## config.mk

```make
export PLATFORM = sky130hd
export DESIGN_NAME = mls_correlator
export DESIGN_NICKNAME = d
export VERILOG_FILES = /design/src/rtl/mls_corr_pkg.sv /design/src/rtl/mls_lfsr.sv /design/src/rtl/mls_lag_bank.sv /design/src/rtl/mls_scaler.sv /design/src/rtl/mls_correlator.sv
export SDC_FILE = /design/constraint.sdc
export NUM_CORES = 1
export LEC_CHECK = 0
export BUFFER_PORTS_ARGS = -buffer_cell sky130_fd_sc_hd__buf_2
export CORE_ASPECT_RATIO = 0.9
export CORE_MARGIN = 4
export CORE_UTILIZATION = 65
export CTS_CLUSTER_DIAMETER = 150
export DETAILED_ROUTE_END_ITERATION = 10
export GPL_TIMING_DRIVEN = 1
export PLACE_DENSITY = 0.83
export SETUP_SLACK_MARGIN = 0.05
export SYNTH_ARGS = -nofsm -noshare
export SYNTH_HDL_FRONTEND = slang
export SYNTH_SLANG_ARGS = --single-unit
export TNS_END_PERCENT = 20
```

## constraint.sdc

```tcl
create_clock -name clk -period 15.8 [get_ports clk]
set_clock_uncertainty 0.05 [all_clocks]
set_input_delay 1.58 -clock clk [delete_from_list [all_inputs] [get_ports clk]]
set_output_delay 1.58 -clock clk [all_outputs]
set_load 0.01 [all_outputs]
```

## src/rtl/mls_corr_pkg.sv

```systemverilog
package mls_corr_pkg;

  typedef enum logic [1:0] {
    ST_IDLE,
    ST_PRIME,
    ST_CAPTURE,
    ST_EMIT
  } corr_state_e;

  // Feedback taps for a right-shifting generator whose new bit enters the
  // top: bit i set means state bit i joins the XOR. Each set is a primitive
  // trinomial or pentanomial for the order.
  function automatic logic [31:0] fb_taps(input int order);
    case (order)
      3:       return 32'h0000_0003;
      4:       return 32'h0000_0003;
      5:       return 32'h0000_0005;
      6:       return 32'h0000_0003;
      7:       return 32'h0000_0003;
      8:       return 32'h0000_0071;
      default: return 32'h0000_0003;
    endcase
  endfunction

endpackage

```

## src/rtl/mls_lfsr.sv

```systemverilog
module mls_lfsr #(
  parameter int ORDER = 4,
  parameter int SEED  = 1
) (
  input  logic clk,
  input  logic rst_n,
  input  logic load,
  input  logic step,
  output logic bit_out
);
  import mls_corr_pkg::*;

  localparam logic [31:0]      TAP_FULL = fb_taps(ORDER);
  localparam logic [ORDER-1:0] TAPS     = TAP_FULL[ORDER-1:0];
  localparam logic [ORDER-1:0] SEED_V   = ORDER'(SEED);

  logic [ORDER-1:0] st_q;
  logic             fb;

  assign fb      = ^(st_q & TAPS);
  assign bit_out = st_q[0];

  always_ff @(posedge clk or negedge rst_n) begin
    if (!rst_n) begin
      st_q <= SEED_V;
    end else if (load) begin
      st_q <= SEED_V;
    end else if (step) begin
      st_q <= {fb, st_q[ORDER-1:1]};
    end
  end

  // the generator never falls into the locked all-zero state
  p_state_nonzero_r3: assert property (@(posedge clk) disable iff (!rst_n)
    st_q != '0);

endmodule

```

## src/rtl/mls_lag_bank.sv

```systemverilog
module mls_lag_bank #(
  parameter int LAGS     = 4,
  parameter int SAMPLE_W = 8,
  parameter int ACC_W    = 12,
  parameter int IDX_W    = 2,
  parameter int PERIOD   = 15
) (
  input  logic                       clk,
  input  logic                       rst_n,
  input  logic                       clear,
  input  logic                       shift,
  input  logic                       accum,
  input  logic                       cur_bit,
  input  logic signed [SAMPLE_W-1:0] sample,
  input  logic        [IDX_W-1:0]    rd_idx,
  output logic signed [ACC_W-1:0]    rd_acc
);

  localparam longint BOUND = longint'(PERIOD) * (longint'(1) << (SAMPLE_W - 1));

  logic [LAGS-2:0]          hist_q;
  logic [LAGS-1:0]          lag_bit;
  logic signed [ACC_W-1:0]  ext;
  logic signed [ACC_W-1:0]  acc_q [LAGS];

  assign ext = {{(ACC_W - SAMPLE_W){sample[SAMPLE_W-1]}}, sample};

  // Recent stimulus history: hist_q[i] holds the bit from i+1 steps ago.
  always_ff @(posedge clk or negedge rst_n) begin
    if (!rst_n) begin
      hist_q <= '0;
    end else if (shift) begin
      hist_q[0] <= cur_bit;
      for (int i = 1; i < LAGS - 1; i++) begin
        hist_q[i] <= hist_q[i-1];
      end
    end
  end

  assign lag_bit[0] = cur_bit;

  for (genvar k = 0; k < LAGS; k++) begin : g_lag
    if (k > 0) begin : g_hist_tap
      assign lag_bit[k] = hist_q[k-1];
    end

    // A +1 symbol adds the sample, a -1 symbol subtracts it.
    always_ff @(posedge clk or negedge rst_n) begin
      if (!rst_n) begin
        acc_q[k] <= '0;
      end else if (clear) begin
        acc_q[k] <= '0;
      end else if (accum) begin
        acc_q[k] <= lag_bit[k] ? (acc_q[k] + ext) : (acc_q[k] - ext);
      end
    end

    // an accumulator never leaves the range that L full-scale samples span
    p_no_overflow_r6: assert property (@(posedge clk) disable iff (!rst_n)
      accum |=> (longint'(acc_q[k]) <= BOUND && longint'(acc_q[k]) >= -BOUND));
  end

  assign rd_acc = acc_q[rd_idx];

endmodule

```

## src/rtl/mls_scaler.sv

```systemverilog
module mls_scaler #(
  parameter int ACC_W  = 12,
  parameter int RES_W  = 9,
  parameter int PERIOD = 15,
  parameter int FRAC   = 17
) (
  input  logic signed [ACC_W-1:0] acc_in,
  output logic signed [RES_W-1:0] res_out
);

  localparam int          PW     = ACC_W + FRAC + 1;
  localparam logic [63:0] RECIP64 =
    ((64'd1 << FRAC) + 64'(PERIOD / 2)) / 64'(PERIOD);
  localparam logic [FRAC:0] RECIP = RECIP64[FRAC:0];
  localparam logic [PW-1:0] HALF  = PW'(64'd1 << (FRAC - 1));

  logic             neg;
  logic [ACC_W-1:0] mag;
  logic [PW-1:0]    prod;
  logic [PW-1:0]    rounded;
  logic [ACC_W:0]   quo;
  logic [ACC_W:0]   signed_quo;

  // Work on the magnitude so rounding goes to the nearest integer for both
  // signs; an odd period never gives an exact half.
  assign neg        = acc_in[ACC_W-1];
  assign mag        = neg ? (~acc_in + 1'b1) : acc_in;
  assign prod       = PW'(mag) * PW'(RECIP);
  assign rounded    = prod + HALF;
  assign quo        = (ACC_W + 1)'(rounded >> FRAC);
  assign signed_quo = neg ? (~quo + 1'b1) : quo;
  assign res_out    = RES_W'(signed_quo);

endmodule

```

## src/rtl/mls_correlator.sv

```systemverilog
module mls_correlator #(
  parameter int ORDER    = 4,
  parameter int LAGS     = 4,
  parameter int SAMPLE_W = 8,
  parameter int SEED     = 1
) (
  input  logic                         clk,
  input  logic                         rst_n,
  input  logic                         start,
  output logic                         busy,
  output logic                         stim_bit,
  input  logic                         smp_valid,
  output logic                         smp_ready,
  input  logic signed [SAMPLE_W-1:0]   smp_data,
  output logic                         res_valid,
  input  logic                         res_ready,
  output logic signed [SAMPLE_W:0]     res_data,
  output logic                         res_last
);
  import mls_corr_pkg::*;

  localparam int PERIOD = (1 << ORDER) - 1;
  localparam int ACC_W  = SAMPLE_W + ORDER;
  localparam int RES_W  = SAMPLE_W + 1;
  localparam int IDX_W  = (LAGS > 1) ? $clog2(LAGS) : 1;
  localparam int CNT_W  = ORDER;
  localparam int FRAC   = 2 * ORDER + SAMPLE_W + 1;
  localparam logic [CNT_W-1:0] CNT_END = CNT_W'(PERIOD - 1);
  localparam logic [IDX_W-1:0] IDX_END = IDX_W'(LAGS - 1);

  corr_state_e             state_q;
  logic [CNT_W-1:0]        cnt_q;
  logic [IDX_W-1:0]        idx_q;
  logic                    smp_fire;
  logic                    res_fire;
  logic                    gen_load;
  logic                    gen_step;
  logic                    cur_bit;
  logic signed [ACC_W-1:0] sel_acc;
  logic signed [RES_W-1:0] scaled;

  assign busy      = (state_q != ST_IDLE);
  assign smp_ready = (state_q == ST_CAPTURE);
  assign res_valid = (state_q == ST_EMIT);
  assign res_last  = res_valid && (idx_q == IDX_END);
  assign res_data  = scaled;
  assign stim_bit  = cur_bit;

  assign smp_fire = smp_valid && smp_ready;
  assign res_fire = res_valid && res_ready;
  assign gen_load = (state_q == ST_IDLE) && start;
  assign gen_step = (state_q == ST_PRIME) || smp_fire;

  mls_lfsr #(
    .ORDER (ORDER),
    .SEED  (SEED)
  ) u_gen (
    .clk     (clk),
    .rst_n   (rst_n),
    .load    (gen_load),
    .step    (gen_step),
    .bit_out (cur_bit)
  );

  mls_lag_bank #(
    .LAGS     (LAGS),
    .SAMPLE_W (SAMPLE_W),
    .ACC_W    (ACC_W),
    .IDX_W    (IDX_W),
    .PERIOD   (PERIOD)
  ) u_bank (
    .clk     (clk),
    .rst_n   (rst_n),
    .clear   (gen_load),
    .shift   (gen_step),
    .accum   (smp_fire),
    .cur_bit (cur_bit),
    .sample  (smp_data),
    .rd_idx  (idx_q),
    .rd_acc  (sel_acc)
  );

  mls_scaler #(
    .ACC_W  (ACC_W),
    .RES_W  (RES_W),
    .PERIOD (PERIOD),
    .FRAC   (FRAC)
  ) u_scale (
    .acc_in  (sel_acc),
    .res_out (scaled)
  );

  always_ff @(posedge clk or negedge rst_n) begin
    if (!rst_n) begin
      state_q <= ST_IDLE;
      cnt_q   <= '0;
      idx_q   <= '0;
    end else begin
      case (state_q)
        ST_IDLE: begin
          if (start) begin
            state_q <= ST_PRIME;
            cnt_q   <= '0;
          end
        end
        ST_PRIME: begin
          if (cnt_q == CNT_END) begin
            state_q <= ST_CAPTURE;
            cnt_q   <= '0;
          end else begin
            cnt_q <= cnt_q + 1'b1;
          end
        end
        ST_CAPTURE: begin
          if (smp_fire) begin
            if (cnt_q == CNT_END) begin
              state_q <= ST_EMIT;
              idx_q   <= '0;
            end else begin
              cnt_q <= cnt_q + 1'b1;
            end
          end
        end
        ST_EMIT: begin
          if (res_fire) begin
            if (idx_q == IDX_END) begin
              state_q <= ST_IDLE;
            end else begin
              idx_q <= idx_q + 1'b1;
            end
          end
        end
        default: state_q <= ST_IDLE;
      endcase
    end
  end

  // both stream handshakes are quiet whenever no measurement runs
  p_idle_quiet_r1: assert property (@(posedge clk) disable iff (!rst_n)
    !busy |-> (!smp_ready && !res_valid));

  // priming does not end before its last count
  p_prime_span_r2: assert property (@(posedge clk) disable iff (!rst_n)
    (state_q == ST_PRIME && cnt_q != CNT_END) |=> !smp_ready);

  // the stimulus advances only on an accepted sample during capture
  p_stim_hold_r4: assert property (@(posedge clk) disable iff (!rst_n)
    (smp_ready && !smp_valid) |=> $stable(stim_bit));

  // the last result is always followed by the return to idle
  p_last_closes_r7: assert property (@(posedge clk) disable iff (!rst_n)
    (res_fire && res_last) |=> !busy);

  // a stalled result holds steady
  p_stall_hold_r8: assert property (@(posedge clk) disable iff (!rst_n)
    (res_valid && !res_ready) |=>
      (res_valid && $stable(res_data) && $stable(res_last)));

  // the sample stream is never open while results go out
  p_ready_excl_r9: assert property (@(posedge clk) disable iff (!rst_n)
    !(smp_ready && res_valid));

  // start during capture does not leave the capture phase
  p_start_ignored_r10: assert property (@(posedge clk) disable iff (!rst_n)
    (smp_ready && start && !smp_valid) |=> smp_ready);

endmodule

```

==> metrics.md, run 1 <==
| Metric | Value |
|---|---|
| Status | `complete, no violations` |
| Fmax | `0.100 GHz` |
| Clk sinks | `63` |
| MaxCap Viol Count | `0` |
| Worst Path Max Fanout | `18` |
| Initial detailed-routing violation count | `474` |
| Worst Tran Pin Value | `1.08 ns` |
| Most common cell in the synthesized netlist | `nand2_1` |
| Clk Latency, worst-skew pair | `approximately 0.33 ns` |
| Rel. slew slack | `28.1%` |
| Number of synthesized flops with an enable pin | `0` |
| CTS max path bufs | `2` |
| Cell accounting for the most synthesized area | `dfrtp_1` |
| Rows | `35` |
| Die ar. | `0.0125 mm^2` |
| Diode count | `0` |
| Library cells used by synthesis | `66` |
| DRC violations left | `0` |
| First-pass GRT wire length | `29500 um` |
| Yosys warnings | `0` |
| Clock-pin slew on the worst setup and hold paths | `about 0.05 ns` |
| Synthesized area | `0.00700 mm^2` |
| Register area share after synthesis | `22.5%` |
| CTS Buf Count | `9` |
| Synth cell count leaders | `nand2_1, ha_1, a21oi_1` |
| Layout cells sized above 1 | `9.25%` |
| Setup TNS | `0 ns` |
| Mapped Avg Cell Area | `8.19 um^2` |
| Area contributors post-synth | `dfrtp_1, ha_1, a21oi_1` |
| Tmin final | `between 9 and 10 ns` |
| Synth top area share | `22.2%` |
| CTS Root Cell | `clkbuf_16` |
| Fin crit share | `63.3%` |
| Crit path kind | `reg2out` |
| Vias in the first global route | `6309` |
| Global route overflow | `0` |
| Hold crit path type | `reg2reg` |
| Cell count after synthesis | `855` |
| Setup-failing EPs final | `0` |
| Antenna violation net count after detailed routing | `0` |
| Critical Path Start Type | `flop` |
| Synthesized Nets | `974` |
| Ys flop type | `dfrtp_1` |
| Core footprint | `approximately 0.010 mm^2` |
| Post-synthesis to final-layout area growth | `6.86%` |
| Crit path cell chain | `mux4_2 > or3_1 > nor3b_1 > nor4b_1 > ha_1 > fa_1 > fa_1 > ha_1 > ha_1 > a31oi_1 > o21ai_0 > a221o_1 > or3_1 > xor2_1 > ha_1 > and3_1 > nand3_2 > a221o_1 > nor3_2 > xnor2_1 > o31ai_2 > xnor2_1 > buf_2` |
| Largest net degree at the start of global routing | `64` |
| Chip height | `106 um` |
| GRT Total Usage | `~28%` |
| Post-CTS Setup Repair Bufs | `0` |
| Vias per inst | `6.35` |
| Final Hold Fails | `0` |
| Worst path arrival time | `8.36 ns` |
| RSZ-0062 raised after global routing | `no` |
| H-tree depth | `3` |
| Initial Util | `slightly below 70%` |
| Net count reported at finish | `979` |
| Fin. max-slew vios | `0` |
| Synth async-reset ratio | `100%` |
| HPWL Detailed | `roughly 13000 um` |
| CP max stage cell | `dfrtp_1` |
| Worst Setup End Kind | `output pin` |
| CTS tree | `yes` |
| Initial antenna violation count | `0` |
| CP required | `14.17 ns` |
| Die width | `roughly 120 um` |
| Drt first pass iters | `7` |
| DR WL/cell | `17.5 um` |
| CP most frequent cell | `ha_1` |
| Largest stage delay on the critical path | `approximately 0.92 ns` |
| Via count | `6307` |
| Top-level I/O count | `27` |
| #FFs+latches synth | `63` |
| Port Buffer Count | `26` |
| Post_cts resized | `0` |
| WL final | `roughly 17000 um` |
| Hold Buf Count CTS | `0` |
| RD Place Congestion | `0.936` |
registers in the layout, summed over array words and instances, names as in the netlist:
signal,cells
cnt_q,4
idx_q,2
state_q,2
u_bank.acc_q,48
u_bank.hist_q,3
u_gen.st_q,4
through the flow:
step	cell area, um^2	setup slack [ns]	instances	hold slack, ns	util [%]
4_1_cts	7480	5.89	994	0.471	72.1
6_report	7480	5.81	994	0.486	72.1
2_1_floorplan	7000	7.44	855	0.419	-
3_3_place_gp	7180	6.69	978	0.446	69.2
5_1_grt	7480	5.27	994	0.499	72.1
3_5_place_dp	7180	6.24	978	0.460	69.2
layout make-up:
type / count / area (um^2)
multi-input cells: 687 / 5020
fillers: 767 / 2900
flip-flops and latches: 63 / 1580
inverters: 70 / 263
clock buffers: 13 / 260
well taps: 129 / 161
repair buffers: 29 / 153
clock inverters: 3 / 42.5
final timing paths:
check                      depth (start not counted)               end  slack [ns]     startpoint
setup / recovery                                  23       res_data[8]        5.81       idx_q[0]
hold / removal                                     1          cnt_q[3]        0.49       cnt_q[3]
setup reg to reg                                  13  u_bank.acc_q[47]       11.72  u_gen.st_q[0]
hold reg to reg                                    1          cnt_q[3]        0.49       cnt_q[3]
max in group asynchronous                          2        state_q[1]       13.76          rst_n
min in group asynchronous                          2   u_bank.acc_q[0]        1.36          rst_n
layer usage:
metal  track usage [%]  share of wire, %  vias to the layer above
met5                 0                 0                        -
met4              12.9               3.8                        0
met3              3.67               5.5                       54
met2              47.9                47                      223
met1              36.9                44                     3027
li1                  -                 -                     3003
kinds of logic (layout without fill, tap and decap cells):
family                     count (synthesis)  count (layout)  share of synthesized area (%)
buffers and inverters                    105             115                           5.75
DFF                                       63              63                           22.5
adders and majority gates                106             106                           20.1
muxes                                     20              20                           5.29
xor gates and xnor gates                  67              67                           8.60
and+or+nand+nor                          280             280                           18.9
AOI/OAI and AO/OA                        214             214                           18.7
cell usage in the layout, fill, tap and decap left out, drive strengths merged, types with 5 or more instances in the layout:
| master | Yosys | routed |
|---|---|---|
| nand2 | 101 | 101 |
| mux4 | 12 | 12 |
| a21boi | 9 | 9 |
| and2 | 6 | 6 |
| nand2b | 8 | 8 |
| nand3 | 11 | 11 |
| nor2 | 68 | 68 |
| or3 | 7 | 7 |
| ha | 95 | 95 |
| xnor2 | 40 | 40 |
| mux2 | 6 | 6 |
| or2 | 7 | 7 |
| nor3 | 25 | 25 |
| buf | 6 | 29 |
| and3 | 9 | 9 |
| a21o | 8 | 8 |
| clkbuf | 29 | 13 |
| o21ai | 70 | 70 |
| dfrtp | 62 | 62 |
| a211oi | 6 | 6 |
| inv | 69 | 69 |
| a21oi | 79 | 79 |
| nor2b | 11 | 11 |
| nor4 | 5 | 5 |
| fa | 11 | 11 |
| xor2 | 27 | 27 |
| o31ai | 8 | 8 |
| nor3b | 5 | 5 |
| nand3b | 6 | 6 |
critical path: cells and delay by family, from the launching register on:
family / cells / cell delay, ns
AO/OA/AOI/OAI: 5 / 1.48
AND/OR/NAND/NOR: 7 / 2.19
buffers and inverters: 1 / 0.15
adder cells (fa/ha/maj): 6 / 2.00
multiplexers: 1 / 0.73
flip-flops: 1 / 0.92
XOR/XNOR: 3 / 0.54
Power of run 1 is not shown: default switching activity piles up to over one toggle a cycle in this logic, so the estimate is an artifact.
==> run 2, diff against run 1 <==
--- a/config.mk
+++ b/config.mk
@@ -5,14 +5,15 @@
 export SDC_FILE = /design/constraint.sdc
 export NUM_CORES = 1
 export LEC_CHECK = 0
+export ABC_AREA = 1
 export BUFFER_PORTS_ARGS = -buffer_cell sky130_fd_sc_hd__buf_2
 export CORE_ASPECT_RATIO = 0.9
 export CORE_MARGIN = 4
-export CORE_UTILIZATION = 65
+export CORE_UTILIZATION = 64
 export CTS_CLUSTER_DIAMETER = 150
 export DETAILED_ROUTE_END_ITERATION = 10
 export GPL_TIMING_DRIVEN = 1
-export PLACE_DENSITY = 0.83
+export PLACE_DENSITY = 0.82
 export SETUP_SLACK_MARGIN = 0.05
 export SYNTH_ARGS = -nofsm -noshare
 export SYNTH_HDL_FRONTEND = slang
==> constraint.sdc (replaced) <==
create_clock -name clk -period 10.34 [get_ports clk]
set_clock_uncertainty 0.05 [all_clocks]
set_input_delay 1.034 -clock clk [delete_from_list [all_inputs] [get_ports clk]]
set_output_delay 1.034 -clock clk [all_outputs]
set_load 0.01 [all_outputs]
==> run 2 against run 1 <==
Against the previous run:
- via count increased by 5.7%
- global-route usage decreased by 0.71 points
- core utilization decreased by 1.9 points
- sequential share of layout area decreased by 0.30 points
- routed wire length decreased by 2.7%
- cell count increased by 20%
- critical path depth increased by 4
- final area increased by 1.5%
- sequential cell count unchanged
- count of clock-buffer cells in the layout decreased by 4
- first-iteration DRC count increased by 5.1%
- die area increased by 2.6%
- critical endpoint is now res_data[6]
- highest routed layer unchanged
==> metrics.md, run 2 <==
| Metric | Value |
|---|---|
| Status | `complete, no violations` |
| HPWL Detailed | `between 10000 and 15000 um` |
| Rows | `36` |
| WL final | `between 15000 and 20000 um` |
| Largest registers | `u_bank.acc_q x48, cnt_q x4, u_gen.st_q x4` |
| Hold crit path type | `reg2reg` |
| Post-CTS Setup Repair Bufs | `0` |
| DRC violations left | `0` |
| Fin Hold WS | `0.451 ns` |
| CTS Root Cell | `clkbuf_16` |
| Ys flop type | `dfrtp_1` |
| Vias per inst | `5.58` |
| CTS Buf Count | `9` |
| Fmax | `roughly 0.13 GHz` |
| Top-level I/O count | `27` |
| CTS tree | `yes` |
| Largest Register | `u_bank.acc_q` |
| Area contributors post-synth | `dfrtp_1, ha_1, nand2_1` |
| Chip height | `108 um` |
| WL met2 | `7280 um` |
| MaxCap Viol Count | `0` |
| Worst Setup End Kind | `output pin` |
| Synth top area share | `21.9%` |
| Setup TNS | `0 ns` |
| Post_cts resized | `0` |
| Number of synthesized flops with an enable pin | `0` |
| H-tree depth | `3` |
| Cell accounting for the most synthesized area | `dfrtp_1` |
| Initial detailed-routing violation count | `~500` |
| CTS max path bufs | `2` |
| Final worst slack | `2.71 ns` |
| RSZ-0062 raised after global routing | `no` |
| Layout cells sized above 1 | `9.05%` |
| Critical Path Start Type | `flop` |
| Worst path arrival time | `around 6.6 ns` |
| Antenna violation net count after detailed routing | `0` |
| Drt first pass iters | `6` |
| Tmin final | `approximately 7.6 ns` |
| Fin crit share | `about three quarters` |
| Initial Util | `65.6%` |
| Largest net degree at the start of global routing | `64` |
| Hold Buf Count CTS | `0` |
| Crit path kind | `reg2out` |
| Yosys warnings | `0` |
| Clock-pin slew on the worst setup and hold paths | `0.06 ns` |
| Initial antenna violation count | `0` |
| Synthesized Nets | `between 1000 and 1500` |
| Commonest cells after routing, fill and taps aside | `nand2_1, inv_1, o21ai_0` |
| Net count reported at finish | `1175` |
| Setup-failing EPs final | `0` |
| Most common cell after layout, fill and taps aside | `nand2_1` |
| Die width | `approximately 120 um` |
| Rel. slew slack | `28.1%` |
| Met3 wire length | `787 um` |
| Library cells used by synthesis | `48` |
| DR WL/cell | `14.2 um` |
| Mapped Avg Cell Area | `6.84 um^2` |
| Vias in the first global route | `6085` |
| Synth async-reset ratio | `100%` |
| CP required | `between 9 and 10 ns` |
| Filler cells | `between 900 and 1000` |
| Worst Path Max Fanout | `28` |
| Most common cell in the synthesized netlist | `nand2_1` |
| Global route overflow | `0` |
| Top Metal Used | `met4` |
| Routed met1 length | `about 8600 um` |
| Synth cell count leaders | `nand2_1, inv_1, o21ai_0` |
| GRT Total Usage | `27.8%` |
| First-pass GRT wire length | `29000 um` |
| Post-synthesis to final-layout area growth | `7.08%` |
| Die ar. | `between 0.01 and 0.015 mm^2` |
| Clk Latency, worst-skew pair | `0.34 ns` |
| Port Buffer Count | `26` |
| Core footprint | `0.0108 mm^2` |
| Diode count | `0` |
| Fin. max-slew vios | `0` |
| Clk sinks | `63` |
| RD Place Congestion | `approximately 0.9` |
| Cell count after synthesis | `1037` |
| #FFs+latches synth | `63` |
| Final Hold Fails | `0` |
| Register area share after synthesis | `22.3%` |
| Post-place setup slack | `3.15 ns` |
| Worst Tran Pin Value | `1.07 ns` |
| Via count | `6666` |
| Synthesized area | `0.00709 mm^2` |
| Max reg flops | `48` |
-- run 2: worst max-delay path: stages, from the launching register on --
cell and delay (ns):
dfrtp_1 0.45, buf_4 0.32, nand2_1 0.09, nand3_1 0.09, and2_1 0.54, inv_1 0.32
nor4_1 0.48, ha_1 0.27, fa_1 0.48, fa_1 0.41, ha_1 0.19, ha_1 0.31
nand2_1 0.12, nor4_1 0.31, nand4_1 0.16, nand2_2 0.11, xor2_2 0.22, ha_1 0.24
inv_1 0.07, nand3_1 0.10, nand2_1 0.08, ha_1 0.23, nand3_1 0.10, inv_1 0.04
nand2_1 0.07, nand2_2 0.06, xor2_1 0.16, buf_2 0.14
-- run 2: path summary, 6_finish.rpt --
check                              start               end  slack [ns]  depth (start not counted)
max                             idx_q[0]       res_data[6]        2.71                         27
max reg2reg                   state_q[0]  u_bank.acc_q[32]        6.84                          6
min reg2reg                u_gen.st_q[3]     u_gen.st_q[3]        0.45                          2
max in group asynchronous          rst_n  u_bank.acc_q[20]        8.87                          2
min in group asynchronous          rst_n  u_bank.acc_q[37]        0.82                          2
min                        u_gen.st_q[3]     u_gen.st_q[3]        0.45                          2
-- run 2: cell type report --
cell class	instances	area [um^2]	area share, %
Clock buffer	9	225	2.97
Tap cell	133	166	2.19
Timing Repair Buffer	29	153	2.01
Sequential cell	63	1580	20.8
Inverter	158	593	7.81
Multi-Input combinational cell	795	4830	63.6
Clock inverter	7	48.8	0.643
-- run 2: kinds of logic after synthesis --
kind of cell / Yosys count / share of synthesized area (%)
buf+inv: 179 / 9.69
simple gates: 435 / 26.8
fa+ha+maj: 106 / 19.9
compound gates: 232 / 18.5
flops: 63 / 22.3
xor+xnor: 22 / 2.82
-- run 2: layer usage --
layer  track usage, %  up-vias
met5                0        -
met4             6.20        0
met2             44.0      186
met1             40.4     2979
li1                 -     3478
met3             3.84       23
-- run 2: stage by stage --
| stage | cell area [um^2] | cells | utilization [%] |
|---|---|---|---|
| final | 7590 | 1194 | 70.2 |
| after global routing | 7590 | 1194 | 70.2 |
| after CTS | 7590 | 1194 | 70.2 |
| after detailed placement | 7320 | 1178 | 67.7 |
| after global placement | 7320 | 1178 | 67.7 |
| after floorplan | 7090 | 1037 | - |
Power of run 2 is left out for the same reason.
==> run 3, diff against run 2 <==
--- a/config.mk
+++ b/config.mk
@@ -5,15 +5,15 @@
 export SDC_FILE = /design/constraint.sdc
 export NUM_CORES = 1
 export LEC_CHECK = 0
-export ABC_AREA = 1
+export ABC_AREA = 0
 export BUFFER_PORTS_ARGS = -buffer_cell sky130_fd_sc_hd__buf_2
 export CORE_ASPECT_RATIO = 0.9
 export CORE_MARGIN = 4
-export CORE_UTILIZATION = 64
+export CORE_UTILIZATION = 58
 export CTS_CLUSTER_DIAMETER = 150
 export DETAILED_ROUTE_END_ITERATION = 10
 export GPL_TIMING_DRIVEN = 1
-export PLACE_DENSITY = 0.82
+export PLACE_DENSITY = 0.78
 export SETUP_SLACK_MARGIN = 0.05
 export SYNTH_ARGS = -nofsm -noshare
 export SYNTH_HDL_FRONTEND = slang
==> constraint.sdc (replaced) <==
create_clock -name clk -period 6.4 [get_ports clk]
set_clock_uncertainty 0.05 [all_clocks]
set_input_delay 0.64 -clock clk [delete_from_list [all_inputs] [get_ports clk]]
set_output_delay 0.64 -clock clk [all_outputs]
set_load 0.01 [all_outputs]
==> run 3 against run 2 <==
Against the previous run:
- the run now ends with setup timing left
- non-clock buffer count grew 123
- count of clock-buffer cells in the layout did not move
- die area up 8.3%
- critical path depth decreased by 1
- critical endpoint is now res_data[8]
==> metrics.md, run 3 (synthesis gave the netlist of run 1 again) <==
| Metric | Value |
|---|---|
| Tmin final | `7.44 ns` |
| Fmax | `approximately 0.13 GHz` |
| Antenna violation net count after detailed routing | `0` |
| Core footprint | `0.0116 mm^2` |
| Most common cell after layout, fill and taps aside | `buf_4` |
| Diode count | `0` |
| CTS max path bufs | `2` |
| Initial Util | `60.2%` |
| Rel. slew slack | `slightly below 20%` |
| Vias in the first global route | `7195` |
| CTS Buf Count | `9` |
| Hold Buf Count CTS | `0` |
| Net count reported at finish | `1102` |
| CP required | `5.71 ns` |
| CP max stage cell | `fa_2` |
| FF-to-FF Start | `u_gen.st_q[0]` |
| DRC violations left | `0` |
| Final Hold Fails | `0` |
| Worst Path Max Fanout | `7` |
| Vias per inst | `roughly 6.1` |
| Largest registers | `u_bank.acc_q x48, cnt_q x4, u_gen.st_q x4` |
| DP Cell Count | `1118` |
| Die ar. | `0.0139 mm^2` |
| First-pass GRT wire length | `33700 um` |
| CTS Root Cell | `clkbuf_16` |
| Via count | `6933` |
| RD Place Congestion | `0.871` |
| Layout cells sized above 1 | `26.6%` |
| Clk Latency, worst-skew pair | `roughly 0.34 ns` |
| Final worst slack | `-1.04 ns` |
| Worst path arrival time | `6.75 ns` |
| Port Buffer Count | `26` |
| Crit path buf inv count | `4` |
| Max reg flops | `48` |
| H-tree depth | `3` |
| CTS tree | `yes` |
| Commonest cells after routing, fill and taps aside | `buf_4, nand2_1, ha_1` |
| Worst Setup End Kind | `output pin` |
| HPWL Detailed | `14200 um` |
| Crit path launch | `idx_q[0]` |
| Clk sinks | `63` |
| Setup-failing EPs final | `8` |
| Die width | `124 um` |
| Initial antenna violation count | `0` |
| Failing checks | `setup timing` |
| Status | `finished, violations left` |
| Fin. max-slew vios | `0` |
| Rows | `37` |
| Largest net degree at the start of global routing | `64` |
| WL final | `20200 um` |
| Finished Layout Cells | `approximately 1100` |
| Filler cells | `797` |
| Hold crit path type | `in2async` |
| Cell family with most CP delay | `simple AND/OR/NAND/NOR gates` |
| Post-synthesis to final-layout area growth | `26.4%` |
| Chip height | `112 um` |
| Global route overflow | `0` |
| Initial detailed-routing violation count | `roughly 560` |
| Drt first pass iters | `8` |
| RSZ-0062 raised after global routing | `yes` |
| Largest stage delay on the critical path | `0.61 ns` |
| Fin crit share | `116%` |
| Largest Register | `u_bank.acc_q` |
| Critical Path Start Type | `flop` |
| Worst Tran Pin Value | `~1.2 ns` |
| Clock-pin slew on the worst setup and hold paths | `0.06 ns` |
| Crit path kind | `reg2out` |
| MaxCap Viol Count | `0` |
| GRT Total Usage | `30.1%` |
| Top-level I/O count | `27` |
| DR WL/cell | `17.7 um` |
## run 3: cell type report
type / instances / area (um^2) / area share (%)
clock buffer: 9 / 225 / 2.55
clock inverter: 7 / 97.6 / 1.10
inverter: 70 / 263 / 2.97
multi-input combinational: 687 / 5410 / 61.2
sequential: 63 / 1580 / 17.8
tap: 156 / 195 / 2.21
timing repair buffer: 152 / 1080 / 12.2
## run 3: worst paths after layout
path	endpoint	cells past startpoint	slack [ns]
setup / recovery	res_data[8]	26	-1.04
hold reg to reg	u_gen.st_q[1]	2	0.48
setup reg to reg	u_bank.acc_q[47]	13	2.37
min in group clk	u_gen.st_q[1]	2	0.48
hold / removal	u_bank.acc_q[13]	2	0.41
max in group asynchronous	idx_q[0]	2	5.26
## run 3: through the flow
step	hold WS, ns	worst slack [ns]	area, um^2	setup TNS [ns]	utilization, %
after floorplan	0.294	-0.521	7120	-1.34	-
after global placement	0.436	-0.647	8170	-3.27	70.3
after detailed placement	0.471	-0.860	8170	-4.93	70.3
after CTS	0.465	-1.04	8740	-5.84	75.2
after global routing	0.496	-1.29	8850	-8.29	76.1
final	0.409	-1.04	8850	-6.06	76.1
## run 3: worst register-to-register path, cell delays in order (launching register included)
cell	delay (ns)
dfstp_2	0.76
mux2_2	0.45
ha_1	0.28
a21o_1	0.18
a21oi_1	0.21
o21ai_0	0.12
a21oi_1	0.23
o21ai_0	0.14
a21oi_1	0.24
o21ai_0	0.15
a2111oi_0	0.60
nor4_1	0.14
o21ai_0	0.23
o31ai_1	0.10
## run 3: routing by layer
layer	up-vias	share of wire, %	global-route usage [%]
met3	72	5.7	5.49
met1	3365	42	37.4
li1	3242	-	-
met2	254	49	51.5
met4	0	3.0	11.4
met5	-	0	0
## run 3: what timing repair did
| item | CTS | global route |
|---|---|---|
| pin swaps | 36 | 11 |
| endpoints found under the setup margin | 9 | 9 |
| gates resized for setup | 33 | 14 |
| buffers inserted | 6 | 4 |
Power of run 3 is left out for the same reason.
